$ cat src/rtl/mulseq_pkg.sv
package mulseq_pkg;

  // Steps of the sign-correction sequence; IDLE also covers the unsigned path.
  typedef enum logic [2:0] {
    ST_IDLE   = 3'd0,
    ST_TEST_B = 3'd1,
    ST_SUB_A  = 3'd2,
    ST_LOAD_B = 3'd3,
    ST_TEST_A = 3'd4,
    ST_SUB_B  = 3'd5
  } step_t;

endpackage

$ cat src/rtl/mulseq_array.sv
// Unsigned shift-add array: one row per multiplier bit, accumulated combinationally.
module mulseq_array #(
  parameter int W = 8
) (
  input  logic [W-1:0]   mcand,
  input  logic [W-1:0]   mplier,
  output logic [2*W-1:0] product
);
  localparam int PW = 2 * W;

  logic [PW-1:0] acc [0:W];

  assign acc[0] = '0;

  for (genvar g = 0; g < W; g++) begin : g_row
    logic [PW-1:0] row;
    assign row        = mplier[g] ? ({{W{1'b0}}, mcand} << g) : '0;
    assign acc[g + 1] = acc[g] + row;
  end

  assign product = acc[W];

endmodule

$ cat src/rtl/mulseq_fix.sv
// Conditional modulo-2^W subtraction applied to the product high byte.
module mulseq_fix #(
  parameter int W = 8
) (
  input  logic [W-1:0] hi_in,
  input  logic [W-1:0] subtrahend,
  input  logic         enable,
  output logic [W-1:0] hi_out
);
  always_comb begin
    if (enable) hi_out = hi_in - subtrahend;
    else        hi_out = hi_in;
  end
endmodule

$ cat src/rtl/mulseq_ctrl.sv
// Sequencer: accepts a start while idle and walks the signed correction steps.
module mulseq_ctrl
  import mulseq_pkg::*;
(
  input  logic  clk,
  input  logic  rst_n,
  input  logic  start,
  input  logic  signed_mode,
  output step_t step,
  output logic  accept,
  output logic  busy,
  output logic  done
);
  step_t step_q, step_d;
  logic  done_q;

  assign accept = start && (step_q == ST_IDLE);

  always_comb begin
    step_d = step_q;
    unique case (step_q)
      ST_IDLE:   if (accept && signed_mode) step_d = ST_TEST_B;
      ST_TEST_B: step_d = ST_SUB_A;
      ST_SUB_A:  step_d = ST_LOAD_B;
      ST_LOAD_B: step_d = ST_TEST_A;
      ST_TEST_A: step_d = ST_SUB_B;
      ST_SUB_B:  step_d = ST_IDLE;
      default:   step_d = ST_IDLE;
    endcase
  end

  always_ff @(posedge clk or negedge rst_n) begin
    if (!rst_n) begin
      step_q <= ST_IDLE;
      done_q <= 1'b0;
    end else begin
      step_q <= step_d;
      done_q <= (accept && !signed_mode) || (step_q == ST_SUB_B);
    end
  end

  assign step = step_q;
  assign busy = (step_q != ST_IDLE);
  assign done = done_q;

endmodule

$ cat src/rtl/mulseq_top.sv
// Product register pair with sign-correcting sequence around one unsigned array.
module mulseq_top
  import mulseq_pkg::*;
#(
  parameter int W = 8
) (
  input  logic         clk,
  input  logic         rst_n,
  input  logic         start,
  input  logic         signed_mode,
  input  logic [W-1:0] op_a,
  input  logic [W-1:0] op_b,
  output logic         busy,
  output logic         done,
  output logic [W-1:0] prod_hi,
  output logic [W-1:0] prod_lo
);
  localparam int PW = 2 * W;

  step_t          step;
  logic           accept;
  logic [W-1:0]   a_q, b_q;
  logic [W-1:0]   hi_q, lo_q;
  logic           sign_q;
  logic [PW-1:0]  raw_prod;
  logic [W-1:0]   sub_val;
  logic           sub_en;
  logic           hi_wr;
  logic [W-1:0]   hi_fixed;

  mulseq_ctrl u_ctrl (
    .clk         (clk),
    .rst_n       (rst_n),
    .start       (start),
    .signed_mode (signed_mode),
    .step        (step),
    .accept      (accept),
    .busy        (busy),
    .done        (done)
  );

  // Array works on the live inputs so the unsigned result lands at the accepting edge.
  mulseq_array #(.W(W)) u_array (
    .mcand   (op_a),
    .mplier  (op_b),
    .product (raw_prod)
  );

  // One subtractor shared by both correction steps.
  assign hi_wr   = (step == ST_SUB_A) || (step == ST_SUB_B);
  assign sub_val = (step == ST_SUB_A) ? a_q : b_q;
  assign sub_en  = hi_wr && sign_q;

  mulseq_fix #(.W(W)) u_fix (
    .hi_in      (hi_q),
    .subtrahend (sub_val),
    .enable     (sub_en),
    .hi_out     (hi_fixed)
  );

  always_ff @(posedge clk or negedge rst_n) begin
    if (!rst_n) begin
      a_q    <= '0;
      b_q    <= '0;
      hi_q   <= '0;
      lo_q   <= '0;
      sign_q <= 1'b0;
    end else begin
      if (accept) begin
        a_q  <= op_a;
        b_q  <= op_b;
        hi_q <= raw_prod[PW-1:W];
        lo_q <= raw_prod[W-1:0];
      end else if (hi_wr) begin
        hi_q <= hi_fixed;
      end
      if (step == ST_TEST_B) sign_q <= b_q[W-1];
      if (step == ST_TEST_A) sign_q <= a_q[W-1];
    end
  end

  assign prod_hi = hi_q;
  assign prod_lo = lo_q;

endmodule

$ cat config.mk
export PLATFORM = sky130hd
export DESIGN_NAME = mulseq_top
export DESIGN_NICKNAME = d
export VERILOG_FILES = /design/src/rtl/mulseq_pkg.sv /design/src/rtl/mulseq_array.sv /design/src/rtl/mulseq_fix.sv /design/src/rtl/mulseq_ctrl.sv /design/src/rtl/mulseq_top.sv
export SDC_FILE = /design/constraint.sdc
export NUM_CORES = 1
export LEC_CHECK = 0
export BUFFER_PORTS_ARGS = -buffer_cell sky130_fd_sc_hd__buf_4
export CAP_MARGIN = 20
export CORE_MARGIN = 1
export CORE_UTILIZATION = 53
export CTS_CLUSTER_DIAMETER = 120
export DETAILED_ROUTE_END_ITERATION = 16
export PLACE_DENSITY = 0.74
export SETUP_SLACK_MARGIN = 0.02
export SYNTH_ARGS = -nofsm -noshare
export SYNTH_HDL_FRONTEND = slang
export SYNTH_SLANG_ARGS = --single-unit
$ cat constraint.sdc
create_clock -name clk -period 3.8 [get_ports clk]
set_clock_uncertainty 0.1 [all_clocks]
set_input_delay 0 -clock clk [delete_from_list [all_inputs] [get_ports clk]]
set_output_delay 0 -clock clk [all_outputs]
set_load 0.05 [all_outputs]
# [After elaboration in Yosys (flattened, before gate mapping)]
# Index checks and enable logic that the tools add are counted.
[word_totals] regBits=37 input_bits=20 output_inout_bits=18 wordCells=50
[classes] addsub=8 eq_ne=6 n_mux=16 reduce_logical=13
[ops] operator="$add 16x16->16" count=5
[ops] operator="$mux 8" count=5
[ops] operator="$add 16x14->16" count=1
[ops] operator="$add 16x15->16" count=1
[ops] operator="$mux 15" count=1
[ops] operator="$pmux 3 s5" count=1
[ops] operator="$mux 14" count=1
[ops] operator="$mux 13" count=1
[ops] operator="$mux 12" count=1
[ops] operator="$mux 11" count=1
[ops] operator="$mux 10" count=1
[ops] operator="$mux 9" count=1
[ops] operator="$sub 8x8->8" count=1
[ops] operator="$eq 3x2->1 const B" count=2
[ops] operator="$eq 3x3->1 const B" count=2
[ops] operator="$reduce_bool 2->1" count=3
[ops] operator="$logic_and 1x1->1" count=4
[ops] operator="$eq 3x1->1 const B" count=1
[ops] operator="$logic_not 3->1" count=1
[ops] operator="$mux 3" count=1
[ops] operator="$reduce_bool 3->1" count=1
[ops] operator="$logic_or 1x1->1" count=2
[ops] operator="$mux 1" count=2
[ops] operator="$ne 2x2->1 const B" count=1
[ops] operator="2 further kinds" count=2

# [Depth between registers and ports, before layout]
# Gate-level depths: netlist of run 1.
[logic_depth] depth_word=9 mapped_depth=18 ltp_nobuf=17

# [Modules after synthesis]
# From an unflattened synthesis of run 1, not the netlist that was laid out.
[hier_totals] hier_cells=408 area_unflattened_um2=4042.6
[by_module_without_submodules] mod="mulseq_array" instances=1 cells_each=234 area_each_um2=1930.6 seq_area_each_um2=0.0
[by_module_without_submodules] mod="mulseq_top" instances=1 cells_each=96 area_each_um2=1475.2 seq_area_each_um2=825.8
[by_module_without_submodules] mod="mulseq_fix" instances=1 cells_each=60 area_each_um2=456.7 seq_area_each_um2=0.0
[by_module_without_submodules] mod="mulseq_ctrl" instances=1 cells_each=18 area_each_um2=180.2 seq_area_each_um2=100.1

# [Worst setup path after synthesis of run 1]
# No wires, ideal clock.
[synth_path] path_kind="input to register" start="input port op_a[0]" end="register hi_q[7], in the netlist prod_hi[7]" setup_ps=141 arrival_ps=3997 required_ps=3559 path_slack_ps=-439 cell_stages=14 path_buffers=1 path_cell_list="clkbuf_1 > nand2_1 > fa_1 > fa_1 > fa_1 > inv_1 > fa_1 > ha_1 > nor2b_4 > o31a_1 > or4_1 > a221oi_2 > mux2i_1 > a31oi_1"
[synth_via] elab_chain_cells=9 word_cells_on_any_way=16 cone_classes="7 x add/sub; 9 x mux"
[synth_rtl] item="start, declared" line_no="mulseq_top.sv:11" source="input logic [W-1:0] op_a,"
[synth_rtl] item="$mux 8 / $mux 9 (equally long branches)" line_no="mulseq_array.sv:17" source="assign row = mplier[g] ? ({{W{1'b0}}, mcand} << g) : '0;"
[synth_rtl] item="$add 16x16->16 (5 in a row)" line_no="mulseq_array.sv:18" source="assign acc[g + 1] = acc[g] + row;"
[synth_rtl] item="$add 16x14->16" line_no="mulseq_array.sv:18"
[synth_rtl] item="$add 16x15->16 (*)" line_no="mulseq_array.sv:18"
[synth_rtl] item="$mux 8 (*)" line_no="mulseq_top.sv:69" source="if (accept) begin"
[synth_rtl] item="end signal, assigned" line_no="mulseq_top.sv:72" source="hi_q <= raw_prod[PW-1:W];"
[synth_rtl] item="end signal, assigned" line_no="mulseq_top.sv:75" source="hi_q <= hi_fixed;"
[synth_rtl] item="end, declared" line_no="mulseq_top.sv:23" source="logic [W-1:0] hi_q, lo_q;"
# Every way passes the cells marked *; elsewhere a longest branch is shown, timed or not.
# A chain may end at the register's enable or synchronous reset.

# [Worst setup path in the final report of run 1]
[layout_path] start="input port op_b[4]" end="register hi_q[7], in the netlist prod_hi[7]"
[layout_via] elab_chain_cells=6
[layout_rtl] item="start, declared" line_no="mulseq_top.sv:12" source="input logic [W-1:0] op_b,"
[layout_rtl] item="$mux 12" line_no="mulseq_array.sv:17"
[layout_rtl] item="$add 16x16->16 (2 in a row)" line_no="mulseq_array.sv:18"
[layout_rtl] item="$add 16x14->16" line_no="mulseq_array.sv:18"
[layout_rtl] item="$add 16x15->16" line_no="mulseq_array.sv:18"
[layout_rtl] item="$mux 8" line_no="mulseq_top.sv:69"
# No other way between the ends.

==> results.toml, run 1 <==
[cts]
clockBufferDepth = 2
cts.clk_slew.worst_paths_ps = 80
cts_max_level = 2
cts_tree = "yes"
numCtsBuffers = 5
clock-sinks = 37
clk_latency_ps = 290
cts_root_buf = "clkbuf_8"

[floorplan]
dieWidth_um = 87.8
placement_rows = 30
die_h_um = 87.8
core_area_um2 = 6940
initial_utilization_pct = 56.2
pin_count = 38
die_area_um2 = 7710

[critical_path]
rrSetupSlack_ps = 560
path_max_fanout = 7
start_kind = "input port"
arrival_ps = 3870
r2r_start = "u_ctrl.step[2]"
critPathKind = "input port to flop"
crit_chain = "buf_4 -> and2_1 -> fa_1 -> fa_1 -> fa_1 -> inv_1 -> fa_1 -> inv_2 -> ha_4 -> o21a_1 -> o31a_1 -> or4_4 -> a221oi_2 -> mux2i_1 -> a31oi_1"
endpoint = "prod_hi[7]"
r2r-end = "prod_hi[6]"
crit_slowest_cell = "fa_1"
critPathRequiredTime_ps = 3870
end_kind = "flop"
cpMostUsedCell = "fa_1"
worstSetupStartpoint = "op_b[4]"
worst_path_largest_cell_delay_ps = 570
worstRegToRegCells = 11

[logic_synthesis]
yosys.area.top_type = "dfrtp_1"
synthCells = 450
synthFlopType = "dfrtp_1"
syn_area_um2 = 3900
synth-seq-cells = 37
yosys-top-cells-area = "dfrtp_1, fa_1, ha_1, nand2_1, and2_1"
synthesis.nets = 547
yosysSeqAreaShare_pct = 23.7
syn_avg_cell_area_um2 = 8.68
synth_cell_type_count = 48
synthArstFlopShare_pct = 100
synth_top_area_share_pct = 23.7
synth-edff-count = 0
yosys_warnings = 0

[pwr]
p_sw_mw = 1.84
power_frac_seq_pct = 18.3
power.share.combinational_pct = 72.3
leakage_nw = 2.57
peakVddDrop_uv = 283
clockPowerShare_pct = 9.3
p_int_mw = 2.00
power_density_nw_per_um2 = 761
p_sw_share_pct = 47.9
power.total_mw = 3.84

[timing]
hold_viol_final = 2
fin_worst_hold_slack_ps = -26.7
fin_ws_ps = -3.31
fin_tns_setup_ps = -3.31
fmax_mhz = 263
tightestPinTransition_ps = 1070
finalCritPeriodShare_pct = 100
rsz0062_at_grt = "true"
fin_crit_ps = 3800
slew_violations = 0
setup_viol = 1
slew_headroom_pct = 29.0

[detailed_routing]
drtIter0Drc = 193
route.vias.total = 3362
wl_um = 9310
drc = 0
ant_nets = 0
wl_per_cell_um = 14.8
detail_route.vias_per_cell = 5.34
dr.pass1.iters = 4

[cells_and_area]
final_area_um2 = 5040
area_growth_syn_to_layout_pct = 29.0
n_antenna_cell = 0
nets = 630
stdcell_count = 630
drive_gt1_share_pct = 26.6
fillerInstances = 523

[grt]
antenna_found_initial = 0
grt_pass1_wl_um = 15500
grt_max_degree = 38
grt_use_total_pct = 26.0
grt_pass1_vias = 3327
grt_overflow = 0

[outcome]
violations = "hold timing, setup timing"
outcome = "complete, but fails checks"

[job]
maxCapViolations = 0

[placed_design]
hpwl_um = 7190
place_congestion = 0.809
dpl_worst_slack_ps = -558
dp_cells = 607
io_buffers = 37
placed_cell_area_um2 = 4650

[worst_hold_path]
holdPathStages = 4
holdCritPathClass = "input port to flop"
-- power by group through the flow --
stage | Combinational (mW) | Clock, mW | Sequential, mW
6_report | 2.77 | 0.357 | 0.703
5_1_grt | 3.09 | 0.377 | 0.724
4_1_cts | 2.68 | 0.361 | 0.699
3_5_place_dp | 2.62 | 0 | 0.707
3_3_place_gp | 2.53 | 0 | 0.698
2_1_floorplan | 1.59 | 0 | 0.978
-- worst min path at each step --
stage,from,to,slack [ps]
2_1_floorplan,rst_n,a_q[0],-400
6_report,op_b[3],b_q[3],-30
5_1_grt,op_b[3],b_q[3],2
3_5_place_dp,rst_n,u_ctrl.step[1],-110
3_3_place_gp,rst_n,u_ctrl.step[1],-110
4_1_cts,op_b[4],b_q[4],0.4
-- cell usage after synthesis, drive strengths merged (7+ instances only) --
| cell type | n |
|---|---|
| inv | 54 |
| nand2 | 105 |
| nor2 | 14 |
| and2 | 34 |
| o21ai | 14 |
| dfrtp | 37 |
| mux2i | 9 |
| ha | 38 |
| nor3 | 8 |
| o21a | 7 |
| a211oi | 9 |
| a21oi | 15 |
| clkbuf | 17 |
| fa | 39 |
-- metal layers --
metal  global-route usage (%)  vias up  share of wire [%]  wire, um
li1                         -     1617                  -         -
met1                     34.8     1655                 45      4200
met2                     44.7       75                 50      4650
met3                     2.26       15                3.1       285
met4                     8.05        0                1.8       172
met5                        0        -                  0         0
-- critical path, delay by kind of cell --
family                     cells  cell delay, ps
muxes                          1             220
AOI/OAI and AO/OA              4             610
buffers and inverters          3             240
adders and majority gates      5            2210
and+or+nand+nor                2             580
-- logic make-up after synthesis --
kind of cell / Yosys count / share of synthesized area, %
AND/OR/NAND/NOR: 178 / 21.1
XOR/XNOR: 6 / 1.35
flip-flops: 37 / 23.7
buffers and inverters: 76 / 7.43
AO/OA/AOI/OAI: 65 / 11.3
adder cells (fa/ha/maj): 77 / 32.2
multiplexers: 11 / 2.98
-- stage by stage --
stage,hold WS (ps),utilization (%)
3_3_place_gp,-114,66.9
2_1_floorplan,-396,-
5_1_grt,2.12,72.6
4_1_cts,0.426,71.1
3_5_place_dp,-108,66.9
6_report,-26.7,72.6
-- placed cells by master (no fill, tap or decap), types with 5 or more instances in the layout --
master         count
nand2_1           99
buf_4             76
inv_1             45
dfrtp_1           37
fa_1              34
ha_1              33
and2_1            26
nor2_1            14
a21oi_1           12
o21ai_0           12
dlygate4sd3_1     12
mux2i_1            9
inv_2              9
and2_4             8
nor3_1             8
a211oi_1           8
o21a_1             7
buf_6              7
clkbuf_8           6
fa_2               5
ha_4               5
-- sequential cells by signal, indices dropped and copies added, names as in the netlist --
| register | cells |
|---|---|
| u_ctrl.done | 1 |
| a_q | 8 |
| prod_lo | 8 |
| b_q | 8 |
| prod_hi | 8 |
| sign_q | 1 |
| u_ctrl.step | 3 |
-- layout make-up --
class / count / area, um2 / share of cell area [%]
clock buffers: 6 / 82.6 / 1.64
well taps: 96 / 120 / 2.38
flip-flops and latches: 37 / 926 / 18.4
inverters: 54 / 203 / 4.02
multi-input cells: 337 / 2850 / 56.6
repair buffers: 98 / 820 / 16.3
clock inverters: 2 / 37.5 / 0.745
-- timing repair --
item | in CTS | in global routing
hold buffers | 12 | 0
setup endpoints to repair | 2 | 5
gates cloned | 0 | 0
gates resized for setup | 11 | 26
hold endpoints to repair | 48 | 0
setup buffers | 1 | 2
pin swaps | 11 | 19
No activity file was read; power rests on OpenSTA's default activity.
==> run 2: changes to the inputs <==
--- a/config.mk
+++ b/config.mk
@@ -11,7 +11,7 @@
 export CORE_UTILIZATION = 53
 export CTS_CLUSTER_DIAMETER = 120
 export DETAILED_ROUTE_END_ITERATION = 16
-export PLACE_DENSITY = 0.74
+export PLACE_DENSITY_LB_ADDON = 0.2
 export SETUP_SLACK_MARGIN = 0.02
 export SYNTH_ARGS = -nofsm -noshare
 export SYNTH_HDL_FRONTEND = slang
==> run 2 against run 1 <==
Effect of this change:
- the run now ends clean
- count of clock-buffer cells in the layout up 1
- die area unchanged
- maximum frequency up 0.33%
- final cell count down 0.32%
- combinational power about the same
- global-route usage down 1.4 points
- first-iteration DRC count down 32%
- non-clock buffer count down 1
- design area down 1.2%
- sequential share of layout area up 0.23 points
- via count down 1.9%
- sequential cell count unchanged
- critical path type unchanged
- largest cell class unchanged
==> results.toml, run 2 (synthesis results as in run 1) <==
[floorplan]
dieWidth_um = 87.8
initial_utilization_pct = 56.2
die_area_um2 = 7710
placement_rows = 30
pin_count = 38
core_area_um2 = 6940
die_h_um = 87.8

[cts]
cts_root_buf = "clkbuf_8"
clk_latency_ps = 290
clockBufferDepth = 2
numCtsBuffers = 5
cts_max_level = 2
cts.clk_slew.worst_paths_ps = 70
clock-sinks = 37
cts_tree = "yes"

[detailed_routing]
drtIter0Drc = 132
detail_route.vias_per_cell = 5.25
dr.pass1.iters = 4
wl_um = 8980
ant_nets = 0
wl_per_cell_um = 14.3
drc = 0
route.vias.total = 3299

[worst_hold_path]
holdCritPathClass = "input port to flop"

[timing]
rsz0062_at_grt = "true"
fmax_mhz = 264
tightestPinTransition_ps = 1050
setup_viol = 0
hold_viol_final = 0
slew_headroom_pct = 29.7
fin_tns_setup_ps = 0
finalCritPeriodShare_pct = 99.8
slew_violations = 0
fin_crit_ps = 3790

[critical_path]
r2r-end = "prod_hi[6]"
r2r_start = "u_ctrl.step[2]"
worstSetupStartpoint = "op_b[7]"
endpoint = "prod_hi[7]"
critPathRequiredTime_ps = 3860
path_max_fanout = 4
worst_path_largest_cell_delay_ps = 520
cpMostUsedCell = "fa_1"
start_kind = "input port"
worstRegToRegCells = 11
rrSetupSlack_ps = 580
end_kind = "flop"
crit_chain = "buf_8 -> and2_4 -> fa_1 -> inv_1 -> fa_1 -> inv_2 -> fa_1 -> inv_1 -> fa_1 -> inv_2 -> ha_4 -> o21a_1 -> o31a_1 -> or4_4 -> a221oi_4 -> mux2i_1 -> a31oi_1"
critPathKind = "input port to flop"
arrival_ps = 3850
crit_slowest_cell = "fa_1"

[placed_design]
place_congestion = 0.860
hpwl_um = 6930
io_buffers = 37
dp_cells = 609

[grt]
antenna_found_initial = 0
grt_max_degree = 38
grt_use_total_pct = 24.6
grt_overflow = 0
grt_pass1_vias = 3240
grt_pass1_wl_um = 14800

[cells_and_area]
fillerInstances = 562
stdcell_count = 628
layout_commonest_cell = "nand2_1"
n_antenna_cell = 0
layout_common_cells = "nand2_1, buf_4, inv_1"
nets = 629
area_growth_syn_to_layout_pct = 27.5
drive_gt1_share_pct = 24.2
fin_util_pct = 71.7

[pwr]
p_sw_share_pct = 48.5
p_sw_mw = 1.82
peakVddDrop_uv = 268
clockPowerShare_pct = 7.4
p_int_mw = 1.93
power_density_nw_per_um2 = 753
power.share.combinational_pct = 73.9
power_frac_seq_pct = 18.6
leakage_nw = 2.56

[outcome]
outcome = "completed"

[job]
maxCapViolations = 0
==> run 2: cell types whose count changed in the layout (fill, tap and decap cells not counted), moves of 2 or more <==
cell	change
nand2_1	+3
nand2_2	-3
inv_2	-5
fa_2	-2
inv_1	+5
fa_1	+2
==> run 2: layout make-up <==
cell class	instances	area (um2)	share of cell area, %
flip-flops and latches	37	926	18.6
clock buffers	7	86.3	1.73
multi-input cells	337	2840	57.0
repair buffers	97	806	16.2
well taps	96	120	2.41
inverters	54	203	4.07
==> run 2: power groups by stage <==
stage / clock (mW) / combinational, mW / sequential (mW)
after global routing: 0.300 / 3.06 / 0.716
after CTS: 0.283 / 2.65 / 0.697
after detailed placement: 0 / 2.61 / 0.705
final: 0.278 / 2.77 / 0.698
after global placement: 0 / 2.53 / 0.698
after floorplan: 0 / 1.59 / 0.978
==> run 2: routing by layer <==
layer / global-route usage, % / part of all wire (%) / vias to the layer above / wire length, um
met2: 40.7 / 49 / 69 / 4380
met1: 34.1 / 47 / 1598 / 4180
met4: 7.60 / 1.8 / 0 / 161
li1: - / - / 1616 / -
met3: 2.45 / 2.9 / 16 / 262
met5: 0 / 0 / - / 0
==> run 2: worst min path at each step <==
| stage | start | to | slack [ps] | cells past startpoint |
|---|---|---|---|---|
| after global placement | rst_n | u_ctrl.step[1] | -110 | 1 |
| final | start | u_ctrl.step[0] | 10 | 3 |
| after floorplan | rst_n | a_q[0] | -400 | 0 |
| after detailed placement | rst_n | u_ctrl.step[1] | -110 | 1 |
| after global routing | start | u_ctrl.step[0] | 20 | 3 |
| after CTS | op_a[3] | a_q[3] | 10 | 4 |
==> run 2: metrics by stage <==
stage / power (mW) / hold WS [ps] / worst slack [ps] / cell area (um2)
floorplan: 2.56 / -396 / -282 / 4100
global placement: 3.23 / -111 / -403 / 4660
detailed placement: 3.31 / -107 / -467 / 4660
CTS: 3.63 / 11.0 / -37.7 / 4870
global route: 4.08 / 20.5 / -149 / 4980
finish: 3.75 / 9.73 / 9.20 / 4980
==> run 2: what timing repair did <==
action / CTS / global route
pin swaps: 6 / 9
hold endpoints to repair: 45 / 2
buffers inserted: 0 / 1
cloned: 0 / 0
resized for setup: 9 / 16
hold buffers: 9 / 2
setup endpoints to repair: 1 / 4
==> run 2: worst max-delay path: cells and delay by family <==
family | cells | cell delay [ps]
buf+inv | 5 | 290
fa+ha+maj | 5 | 2270
simple gates | 2 | 580
compound gates | 4 | 510
mux | 1 | 210
